--- src/rtl/csfm_pkg.sv ---
package csfm_pkg;
   typedef enum logic {
      FRM_AUDIO = 1'b0,
      FRM_CTRL  = 1'b1
   } frame_kind_e;
endpackage

--- src/rtl/csfm_slot_timer.sv ---
module csfm_slot_timer #(
   parameter int FRAME_LEN = 256,
   parameter int WORD_W    = 16
) (
   input  logic clk,
   input  logic rst_n,
   input  logic bit_en,
   output logic fs,
   output logic wrap,
   output logic shift_go,
   output logic sample_go,
   output logic word_end
);
   localparam int CNT_W = $clog2(FRAME_LEN);
   localparam logic [CNT_W-1:0] LAST_C = CNT_W'(FRAME_LEN - 1);
   localparam logic [CNT_W-1:0] WORD_C = CNT_W'(WORD_W);

   logic [CNT_W-1:0] slot;

   // slot 0 is entered on the enable that leaves LAST
   assign wrap      = bit_en && (slot == LAST_C);
   assign shift_go  = bit_en && (slot < WORD_C);
   assign sample_go = bit_en && (slot != '0) && (slot <= WORD_C);
   assign word_end  = bit_en && (slot == WORD_C);

   always_ff @(posedge clk or negedge rst_n) begin
      if (!rst_n) begin
         slot <= LAST_C;
         fs   <= 1'b0;
      end else if (bit_en) begin
         slot <= (slot == LAST_C) ? '0 : slot + 1'b1;
         fs   <= (slot == LAST_C);
      end
   end
endmodule

--- src/rtl/csfm_tx_path.sv ---
module csfm_tx_path
   import csfm_pkg::*;
#(
   parameter int WORD_W  = 16,
   parameter int ADDR_W  = 4,
   parameter int DATA_W  = 8,
   parameter int REG_LO  = 1,
   parameter int REG_HI  = 4,
   parameter bit FLAG_EN = 1'b1
) (
   input  logic              clk,
   input  logic              rst_n,
   input  logic              bit_en,
   input  logic              wrap,
   input  logic              shift_go,
   input  logic              ctl_mode,
   input  logic [WORD_W-1:0] tx_word,
   input  logic              cfg_req,
   input  logic [ADDR_W-1:0] cfg_addr,
   input  logic [DATA_W-1:0] cfg_data,
   output logic              dout,
   output logic              tx_take,
   output logic              cfg_ack,
   output frame_kind_e       kind
);
   localparam int WR_BIT = DATA_W + ADDR_W;

   logic              accept;
   logic              flag;
   logic [WORD_W-1:0] audio_w;
   logic [WORD_W-1:0] ctrl_w;
   logic [WORD_W-1:0] held_ctrl;
   logic [WORD_W-1:0] sh;
   logic              sched;

   generate
      if (FLAG_EN) begin : g_flag
         logic addr_ok;
         assign addr_ok = (cfg_addr >= ADDR_W'(REG_LO)) && (cfg_addr <= ADDR_W'(REG_HI));
         assign accept  = ctl_mode && cfg_req;
         assign flag    = accept && addr_ok;
         assign audio_w = ctl_mode ? {tx_word[WORD_W-1:1], flag} : tx_word;
      end else begin : g_noflag
         assign accept  = 1'b0;
         assign flag    = 1'b0;
         assign audio_w = tx_word;
      end
   endgenerate

   always_comb begin
      ctrl_w                  = '0;
      ctrl_w[DATA_W-1:0]      = cfg_data;
      ctrl_w[DATA_W+:ADDR_W]  = cfg_addr;
      ctrl_w[WR_BIT]          = 1'b0;
   end

   always_ff @(posedge clk or negedge rst_n) begin
      if (!rst_n) begin
         sched     <= 1'b0;
         kind      <= FRM_AUDIO;
         sh        <= '0;
         held_ctrl <= '0;
         dout      <= 1'b0;
         tx_take   <= 1'b0;
         cfg_ack   <= 1'b0;
      end else begin
         tx_take <= 1'b0;
         cfg_ack <= 1'b0;
         if (wrap) begin
            dout <= 1'b0;
            if (sched) begin
               kind  <= FRM_CTRL;
               sh    <= held_ctrl;
               sched <= 1'b0;
            end else begin
               kind    <= FRM_AUDIO;
               sh      <= audio_w;
               tx_take <= 1'b1;
               cfg_ack <= accept;
               sched   <= flag;
               if (flag) held_ctrl <= ctrl_w;
            end
         end else if (shift_go) begin
            dout <= sh[WORD_W-1];
            sh   <= {sh[WORD_W-2:0], 1'b0};
         end else if (bit_en) begin
            dout <= 1'b0;
         end
      end
   end
endmodule

--- src/rtl/csfm_rx_path.sv ---
module csfm_rx_path
   import csfm_pkg::*;
#(
   parameter int WORD_W = 16
) (
   input  logic              clk,
   input  logic              rst_n,
   input  logic              din,
   input  logic              sample_go,
   input  logic              word_end,
   input  frame_kind_e       kind,
   output logic [WORD_W-1:0] rx_word,
   output logic              rx_valid,
   output logic              cfg_done
);
   logic [WORD_W-1:0] rsh;

   always_ff @(posedge clk or negedge rst_n) begin
      if (!rst_n) begin
         rsh      <= '0;
         rx_word  <= '0;
         rx_valid <= 1'b0;
         cfg_done <= 1'b0;
      end else begin
         rx_valid <= 1'b0;
         cfg_done <= 1'b0;
         if (sample_go) rsh <= {rsh[WORD_W-2:0], din};
         if (word_end) begin
            if (kind == FRM_AUDIO) begin
               rx_word  <= {rsh[WORD_W-2:0], din};
               rx_valid <= 1'b1;
            end else begin
               cfg_done <= 1'b1;
            end
         end
      end
   end
endmodule

--- src/rtl/codec_frame_master.sv ---
module codec_frame_master
   import csfm_pkg::*;
#(
   parameter int WORD_W    = 16,
   parameter int FRAME_LEN = 256,
   parameter int ADDR_W    = 4,
   parameter int DATA_W    = 8,
   parameter int REG_LO    = 1,
   parameter int REG_HI    = 4,
   parameter bit FLAG_EN   = 1'b1
) (
   input  logic              clk,
   input  logic              rst_n,
   input  logic              bit_en,
   input  logic              ctl_mode,
   output logic              fs,
   output logic              dout,
   input  logic              din,
   input  logic [WORD_W-1:0] tx_word,
   output logic              tx_take,
   output logic [WORD_W-1:0] rx_word,
   output logic              rx_valid,
   input  logic              cfg_req,
   input  logic [ADDR_W-1:0] cfg_addr,
   input  logic [DATA_W-1:0] cfg_data,
   output logic              cfg_ack,
   output logic              cfg_done
);
   generate
      if (FRAME_LEN < WORD_W + 2) begin : g_bad_len
         $error("FRAME_LEN must exceed WORD_W + 1");
      end
      if (WORD_W < ADDR_W + DATA_W + 1) begin : g_bad_word
         $error("WORD_W too small for a control word");
      end
      if (REG_LO > REG_HI || REG_HI >= (1 << ADDR_W)) begin : g_bad_range
         $error("register range does not fit ADDR_W");
      end
   endgenerate

   logic        wrap, shift_go, sample_go, word_end;
   frame_kind_e kind;

   csfm_slot_timer #(.FRAME_LEN(FRAME_LEN), .WORD_W(WORD_W)) u_timer (
      .clk(clk), .rst_n(rst_n), .bit_en(bit_en), .fs(fs), .wrap(wrap),
      .shift_go(shift_go), .sample_go(sample_go), .word_end(word_end)
   );

   csfm_tx_path #(
      .WORD_W(WORD_W), .ADDR_W(ADDR_W), .DATA_W(DATA_W),
      .REG_LO(REG_LO), .REG_HI(REG_HI), .FLAG_EN(FLAG_EN)
   ) u_tx (
      .clk(clk), .rst_n(rst_n), .bit_en(bit_en), .wrap(wrap), .shift_go(shift_go),
      .ctl_mode(ctl_mode), .tx_word(tx_word), .cfg_req(cfg_req), .cfg_addr(cfg_addr),
      .cfg_data(cfg_data), .dout(dout), .tx_take(tx_take), .cfg_ack(cfg_ack), .kind(kind)
   );

   csfm_rx_path #(.WORD_W(WORD_W)) u_rx (
      .clk(clk), .rst_n(rst_n), .din(din), .sample_go(sample_go), .word_end(word_end),
      .kind(kind), .rx_word(rx_word), .rx_valid(rx_valid), .cfg_done(cfg_done)
   );
endmodule

--- config.mk ---
export PLATFORM = sky130hd
export DESIGN_NAME = codec_frame_master
export DESIGN_NICKNAME = d
export VERILOG_FILES = /design/src/rtl/csfm_pkg.sv /design/src/rtl/csfm_slot_timer.sv /design/src/rtl/csfm_tx_path.sv /design/src/rtl/csfm_rx_path.sv /design/src/rtl/codec_frame_master.sv
export SDC_FILE = /design/constraint.sdc
export NUM_CORES = 1
export LEC_CHECK = 0
export BUFFER_PORTS_ARGS = -buffer_cell sky130_fd_sc_hd__clkbuf_2
export CORE_MARGIN = 10
export CORE_UTILIZATION = 35
export CTS_CLUSTER_SIZE = 40
export DETAILED_ROUTE_END_ITERATION = 6
export GPL_ROUTABILITY_DRIVEN = 0
export PLACE_DENSITY = 0.55
export SYNTH_ARGS = -nofsm -noshare
export SYNTH_HDL_FRONTEND = slang
export SYNTH_SLANG_ARGS = --single-unit
--- constraint.sdc ---
create_clock -name clk -period 2.6 [get_ports clk]
set_input_delay 0.52 -clock clk [delete_from_list [all_inputs] [get_ports clk]]
set_output_delay 0.52 -clock clk [all_outputs]
set_load 0.1 [all_outputs]
Yosys cells after proc, flatten, opt, wreduce, memory -nomap -nowiden:

Index checks and enable logic that the tools add are counted.

* input bits: 34
* register bits: 75

* eq/ne operators: 2
* reductions and logical operators: 13
* bitwise logic cells: 2
* add/subtract/negate cells: 1
* magnitude comparators: 4
* muxes and demuxes: 18

Operators by type and width (number)
* two-way mux 16 bit: 3
* two-way mux 1 bit: 14
* adder 8 x 1 -> 8 bit (second input constant): 1
* equality test 8 x 5 -> 1 bit (second input constant): 1
* equality test 8 bit (second input constant): 1
* <= comparator 8 x 5 -> 1 bit (second input constant): 1
* logical AND 1 bit: 8
* less-than comparator 8 x 5 -> 1 bit (second input constant): 1
* two-way mux 8 bit: 1
* nonzero test 8 bit: 1
* >= comparator 4 x 1 -> 1 bit (second input constant): 1
* <= comparator 4 x 3 -> 1 bit (second input constant): 1
* AND reduction 3 bit: 1
* nonzero test 3 bit: 1
* inverter 1 bit: 2
* AND reduction 2 bit: 1
* nonzero test 2 bit: 1

Depth between registers and ports, before layout:

Gate-level depths: netlist of run 1.

* depth in word-level cells: 6
* depth in mapped cells: 8
* mapped depth without buffers: 6

Cells and area by module:

A second synthesis of run 1 with hierarchy kept.

* cells, all modules: 251
* area total of the unflattened synthesis: 3339.5 um^2

By module, submodules not included
* csfm_tx_path: cells an instance 130, seq. area each 825.8 um^2, area each 1564.0 um^2, times used 1
* csfm_rx_path: cells an instance 70, seq. area each 825.8 um^2, area each 1273.7 um^2, times used 1
* csfm_slot_timer: cells an instance 51, seq. area each 235.2 um^2, area each 501.7 um^2, times used 1

Least setup slack after synthesis of run 1:

OpenSTA, ideal clock, no wires.

* path type: input -> register
* start: input bit_en
* end: register u_rx.rx_word[10]
* slack: 0.535 ns
* stages: 5
* buffers on the path: 2
* data arrival time: 1.939 ns
* cell sequence: buf_6 or4b_4 nor3_4 buf_12 mux2_4

* cells in the longest elaborated chain, start to end: 2

Ends and longest elaborated chain
* start: declaration: line codec_frame_master.sv:14 `input logic bit_en,`
* logical AND 1 bit: line csfm_slot_timer.sv:24 `assign word_end = bit_en && (slot == WORD_C);`
* AND reduction 2 bit (no source line)
* end signal: assignment: line csfm_rx_path.sv:30 `rx_word <= {rsh[WORD_W-2:0], din};`
* end: declaration: line csfm_rx_path.sv:12 `output logic [WORD_W-1:0] rx_word,`

No other way between the ends.
A chain may end at the register's enable or synchronous reset.

Worst setup path after layout of run 1:

* start: register u_timer.slot[0]
* end: register u_rx.rx_word[0]

* cells in the longest elaborated chain, start to end: 3

Ends and longest elaborated chain
* start: declaration: line csfm_slot_timer.sv:18 `logic [CNT_W-1:0] slot;`
* start signal: assignment: line csfm_slot_timer.sv:31 `slot <= (slot == LAST_C) ? '0 : slot + 1'b1;`
* equality test 8 x 5 -> 1 bit: line csfm_slot_timer.sv:24
* logical AND 1 bit: line csfm_slot_timer.sv:24
* AND reduction 2 bit (no source line)

No other way between the ends.

==> metrics.md, run 1 <==
| Metric | Value |
|---|---|
| Status | finished, final reports clean |
| R2R setup slack | between 500 and 600 ps |
| Footprint of the multi-input gates | around 0.0013 sq mm |
| Register area | about 0.0019 sq mm |
| Num rows | 35 |
| Total design power | slightly below 3 mW |
| Synthesis Warnings | 0 |
| Worst skew pair latency | about 340 ps |
| Worst Path Arrival | between 2000 and 2500 ps |
| TritonCTS clock tree | done |
| Via count | a little over 2000 |
| Sequential share of power | 0.506 |
| Initial antenna violation count | 0 |
| Final Cycle Share | 0.776 |
| I/O pin cnt | 56 |
| CTS Buf Count | 9 |
| Fill count | ~900 |
| Antenna fix cells | 0 |
| Slew @ Worst Pin | between 500 and 600 ps |
| Fin. max-slew vios | 0 |
| Setup TNS | 0 ps |
| Die Ht | 117 um |
| Internal | approximately 2.2 mW |
| Final antenna-violating net count | 0 |
| Number of synthesized flops with an enable pin | 0 |
| Routed length per instance | 15.2 um |
| Ys flop type | dfrtp_1 |
| Max-Cap Viols | 0 |
| VDD IR max | ~0.0003 V |
| Die X-Extent | about 120 um |
| Max Clk Rate | 495 MHz |
| CP Max Fanout | 17 |
| LEAKAGE | around 1.9 nW |
| Die area | 0.0136 sq mm |
| Async set or reset register ratio after synthesis | 1.00 |
| Net switching power | 788 uW |
| RSZ-0062 raised after global routing | false |
| All-Layer GR Usage | 0.101 |
| Yosys reg bits | between 70 and 80 |
| Max-slew headroom | 0.630 |
| Core area | between 0.009 and 0.01 sq mm |
| Synth area leaders | dfrtp_1 (51%), mux2_2 (11%), dfstp_2 (6.4%), mux2i_1 (4.9%), mux2_4 (4.1%) |
| H-tree Lvls | 3 |
| First-pass GRT wire length | ~11 mm |
| Total routed wirelength | 6.48 mm |
| Min Tclk post-route | just over 2000 ps |
| P&R area growth vs syn | 18.2% |
| Startpoint Class | flop |
| Final hold slack | between 150 and 200 ps |
| Pre-CTS WS | ~420 ps |
| Placed Instance Area | between 0.003 and 0.004 sq mm |
| Final core occ | 0.422 |
| Reg2reg path depth | 7 |
| Nets | roughly 350 |
| Share of the synthesized area in the top cell type | 0.513 |
| Post-route non-filler standard cell count | around 430 |
| CTS max path bufs | 2 |
| Hold-fix buffers, CTS | 0 |
| Post-synthesis sequential area ratio | 0.577 |
| CTS Sinks | between 70 and 80 |
| Largest net degree at the start of global routing | 45 |
| Comb pwr share | 0.173 |
| DP HPWL | 4.61 mm |
| Cell with the most instances after synthesis | dfrtp_1 |
| Fin. Hold Viols | 0 |
| Clock power frac | 0.321 |
| Worst Setup End Kind | flop |
| Power Density | about 760 mW/mm^2 |
| Synth cell count leaders | dfrtp_1 (67), mux2_2 (33), nand2_1 (19) |
| 1st-iter DRT viols | between 100 and 150 |
| CTS clock-pin slew for the worst setup and hold paths | ~70 ps |
| Unique masters post-synth | 37 |
| Critical Path RT | between 2000 and 3000 ps |
| Resize count post-CTS | 0 |
| Postcts setup bufs | 0 |
| GRT overflow | 0 |
| Clock Skew | roughly 6.6 ps |
| Buffers on Ports | 55 |
| Syn_area_per_cell | roughly 13 sq um |
| Final setup fails | 0 |
| Root Buffer Master | clkbuf_8 |
| Layout cell share with drive strength beyond 1 | 0.424 |
| Fin worst setup slack | 581 ps |
| Final Cell Area | 0.00386 sq mm |
| Yosys top cell by area | dfrtp_1 |
| Vias per cell | ~4.8 |
| Mapped Nets | roughly 290 |
| WS Path Type | flop to flop |
| RR Startpoint | u_timer.slot[0] |
| Mapped Area | about 0.0033 sq mm |
| Drt pass-1 iters | 4 |
| Vias in the first global route | about 2200 |
| Worst flop-to-flop path endpoint | u_rx.rx_word[0] |
| HP Class | input pin to async pin |
| Cells after Synth | ~250 |
| Initial core utilization | 0.357 |
| Dpl cells | slightly above 400 |
| Switching part of the total | 0.267 |
| Residual DRC | 0 |
## kinds of logic (layout without fill, tap and decap cells)
| group | Yosys count | count (layout) | share of synthesized area |
|---|---|---|---|
| simple gates | 53 | 53 | 0.0922 |
| buf+inv | 20 | 83 | 0.0340 |
| mux | 58 | 58 | 0.204 |
| flops | 75 | 75 | 0.577 |
| xor+xnor | 6 | 6 | 0.0161 |
| fa+ha+maj | 2 | 2 | 0.00765 |
| compound gates | 37 | 37 | 0.0692 |
## power by group through the flow
stage	registers (mW)	logic, mW	clock network, mW
2_1_floorplan	1.48	0.399	0
3_3_place_gp	1.51	0.511	0
3_5_place_dp	1.52	0.519	0
4_1_cts	1.49	0.521	0.990
5_1_grt	1.52	0.567	1.04
6_report	1.49	0.511	0.947
## metal layers
metal | part of all wire | global-route usage | wire length [um] | vias up
met5 | 0 | 0 | 0 | -
met2 | 0.46 | 0.156 | 2980 | 54
li1 | - | - | - | 1006
met3 | 0.075 | 0.0457 | 489 | 4
met4 | 0.0073 | 0.0272 | 47 | 0
met1 | 0.46 | 0.124 | 2960 | 992
## area by class of cell
class                   count  area share
clock buffers              10      0.0330
well taps                 111      0.0359
clock inverters             5      0.0204
repair buffers             64      0.0893
flip-flops and latches     75       0.488
multi-input cells         156       0.329
inverters                   4     0.00388
## how the worst max path moves through the flow
stage	start	end	slack, ps	cells past startpoint
CTS	u_timer.slot[0]	u_rx.rx_word[0]	570	7
global placement	bit_en	u_rx.rx_word[5]	440	5
global route	u_timer.slot[0]	u_rx.rx_word[6]	440	7
detailed placement	bit_en	u_rx.rx_word[0]	420	5
floorplan	bit_en	u_rx.rx_word[10]	530	5
finish	u_timer.slot[0]	u_rx.rx_word[0]	580	7
## worst max-delay path, stage by stage, from the launching register on
cell     delay (ps)
dfstp_2         380
inv_1            80
ha_1            140
nor3b_1         340
nand2_1         170
nor3_4          120
buf_4           300
mux2_2          370
## state kept, by name, summed over array words and instances, names as in the netlist
register and cells:
u_rx.rx_word 16, u_tx.sh 16, u_rx.cfg_done 1, u_tx.sched 1, u_tx.dout 1, u_rx.rsh 15
u_tx.held_ctrl 12, u_tx.kind 1, u_tx.tx_take 1, u_timer.fs 1, u_timer.slot 8, u_tx.cfg_ack 1
u_rx.rx_valid 1
## layout by cell type, fill, tap and decap left out, types with 3 or more instances in the layout
cell,n
and3_1,3
mux2_2,33
xnor2_1,3
nor3_1,3
buf_4,10
dfstp_2,8
a21oi_1,11
clkbuf_2,54
mux2_4,9
clkbuf_8,9
o21ai_0,10
inv_1,4
mux2i_1,16
nand3_1,6
dfrtp_1,67
xor2_1,3
nand3b_1,5
nand2_1,19
nor2_1,3
a22oi_1,11
(Power assumes the default switching activity.)
==> inputs of run 2 (changes only) <==
Clock period 2.6 ns to 2.1 ns, I/O delays scaled along.
==> metrics.md, run 2 (synthesis gave the netlist of run 1 again) <==
| Metric | Value |
|---|---|
| CTS max path bufs | 2 (unchanged) |
| Nets | 346 (unchanged) |
| Core area | 0.00915 sq mm (unchanged) |
| Layout cell share with drive strength beyond 1 | 0.425 (was 0.424) |
| Root Buffer Master | clkbuf_8 (unchanged) |
| Max-Cap Viols | 0 (unchanged) |
| Clock Skew | 7.84 ps (was 6.56 ps) |
| Largest net degree at the start of global routing | 46 (was 45) |
| P&R area growth vs syn | 18.1% (was 18.2%) |
| HP Class | input pin to async pin (unchanged) |
| CTS Buf Count | 9 (unchanged) |
| Power Density | 908 mW/mm^2 (was 763 mW/mm^2) |
| Antenna fix cells | 0 (unchanged) |
| Final antenna-violating net count | 0 (unchanged) |
| Startpoint Class | flop (unchanged) |
| Dpl cells | 410 (unchanged) |
| Postcts setup bufs | 0 (unchanged) |
| Resize count post-CTS | 0 (unchanged) |
| Status | finished, final reports clean (unchanged) |
| All-Layer GR Usage | 0.0996 (was 0.101) |
| Internal | 2.55 mW (was 2.16 mW) |
| Top flop regs | u_rx.rx_word: 16 flops, u_tx.sh: 16 flops, u_rx.rsh: 15 flops (unchanged) |
| Setup TNS | 0 ps (unchanged) |
| Placed Instance Area | 0.00368 sq mm (was 0.00366 sq mm) |
| Max Clk Rate | 528 MHz (was 495 MHz) |
| RSZ-0062 raised after global routing | false (unchanged) |
| Hold-fix buffers, CTS | 0 (unchanged) |
| Worst Path Arrival | 2110 ps (was 2240 ps) |
| Routed length per instance | 14.9 um (was 15.2 um) |
| Final Cell Area | 0.00386 sq mm (about the same) |
| CP Max Fanout | 17 (unchanged) |
| Die area | 0.0136 sq mm (unchanged) |
| Residual DRC | 0 (unchanged) |
| Most frequent cells in the layout | dfrtp_1 (67), clkbuf_2 (54), mux2_2 (33) (unchanged) |
| Initial antenna violation count | 0 (unchanged) |
| Max-slew headroom | 0.618 (was 0.630) |
| Sequential share of power | 0.527 (was 0.506) |
| Commonest non-fill, non-tap cell in the layout | dfrtp_1 (unchanged) |
| Final setup fails | 0 (unchanged) |
| TritonCTS clock tree | done (unchanged) |
| Die Ht | 117 um (unchanged) |
| GRT overflow | 0 (unchanged) |
| Vias per cell | 4.87 (was 4.84) |
| Clock power frac | 0.293 (was 0.321) |
| Total design power | 3.51 mW (was 2.95 mW) |
| Final Cycle Share | 0.902 (was 0.776) |
| Initial core utilization | 0.357 (unchanged) |
| WS Path Type | flop to flop (unchanged) |
| Num rows | 35 (unchanged) |
| 1st-iter DRT viols | 113 (was 103) |
| Switching part of the total | 0.273 (was 0.267) |
| CTS clock-pin slew for the worst setup and hold paths | 80 ps (was 70 ps) |
| Fin. Hold Viols | 0 (unchanged) |
| Worst Setup End Kind | flop (unchanged) |
| Post-route non-filler standard cell count | 424 (was 425) |
| Net switching power | 957 uW (was 788 uW) |
| Critical Path RT | 2320 ps (was 2820 ps) |
| VDD IR max | 0.000341 V (was 0.000304 V) |
| Total routed wirelength | 6.34 mm (was 6.48 mm) |
| R2R setup slack | 210 ps (was 580 ps) |
| CTS Sinks | 75 (unchanged) |
| Worst skew pair latency | 340 ps (about the same) |
| Buffers on Ports | 55 (unchanged) |
| Via count | 2066 (was 2056) |
| I/O pin cnt | 56 (unchanged) |
| LEAKAGE | 1.88 nW (was 1.89 nW) |
| Comb pwr share | 0.181 (was 0.173) |
| First-pass GRT wire length | 10.6 mm (was 10.8 mm) |
| DP HPWL | 4.53 mm (was 4.61 mm) |
| Final hold slack | 3.87 ps (was 167 ps) |
| H-tree Lvls | 3 (unchanged) |
| Die X-Extent | 117 um (unchanged) |
| Fin. max-slew vios | 0 (unchanged) |
| Vias in the first global route | 2176 (unchanged) |
| Drt pass-1 iters | 4 (unchanged) |
| Min Tclk post-route | 1890 ps (was 2020 ps) |
| Slew @ Worst Pin | 565 ps (was 558 ps) |
## run 2: changes by cell type in the layout (fill, tap and decap cells not counted), sizes merged
cell      before  now
clkbuf        64   63
bufinv         2    1
clkinvlp       0    1
## run 2: area by class of cell
class | instances | area (sq um)
clock inverters | 5 | 56.3
clock buffers | 9 | 124
repair buffers | 64 | 370
inverters | 4 | 15.0
flip-flops and latches | 75 | 1890
multi-input cells | 156 | 1270
well taps | 111 | 139
fillers | 876 | 5290
## run 2: worst paths after layout
check,start,end,depth (start not counted)
worst max-delay path,u_timer.slot[0],u_rx.rx_word[0],7
worst min-delay path,rst_n,u_rx.rsh[13],1
worst max register to register,u_timer.slot[0],u_rx.rx_word[0],7
worst min register to register,u_timer.fs,u_timer.fs,1
max in group asynchronous,rst_n,u_tx.sh[4],2
min in group clk,cfg_data[2],u_tx.held_ctrl[2],2
## run 2: worst max-delay path, stage by stage (launching register included)
cell and delay (ps):
dfstp_2 380, inv_1 80, ha_1 150, nor3b_1 290
nand2_1 160, nor3_4 170, buf_12 190, mux2_2 350
## run 2: per-layer routing
layer,part of all wire,track usage
met1,0.50,0.132
met2,0.43,0.140
met3,0.056,0.0380
met4,0.014,0.0453
met5,0,0
## run 2: per-stage QoR
step,setup slack [ps],util
6_report,206,0.422
5_1_grt,60.8,0.422
4_1_cts,180,0.422
3_5_place_dp,176,0.402
3_3_place_gp,206,0.402
2_1_floorplan,69.6,-
## run 2: power by group through the flow
| stage | Clock, mW | Combinational, mW | Sequential (mW) |
|---|---|---|---|
| after CTS | 1.08 | 0.647 | 1.85 |
| after detailed placement | 0 | 0.647 | 1.88 |
| final | 1.03 | 0.634 | 1.85 |
| after floorplan | 0 | 0.494 | 1.83 |
| after global routing | 1.15 | 0.707 | 1.88 |
| after global placement | 0 | 0.636 | 1.87 |
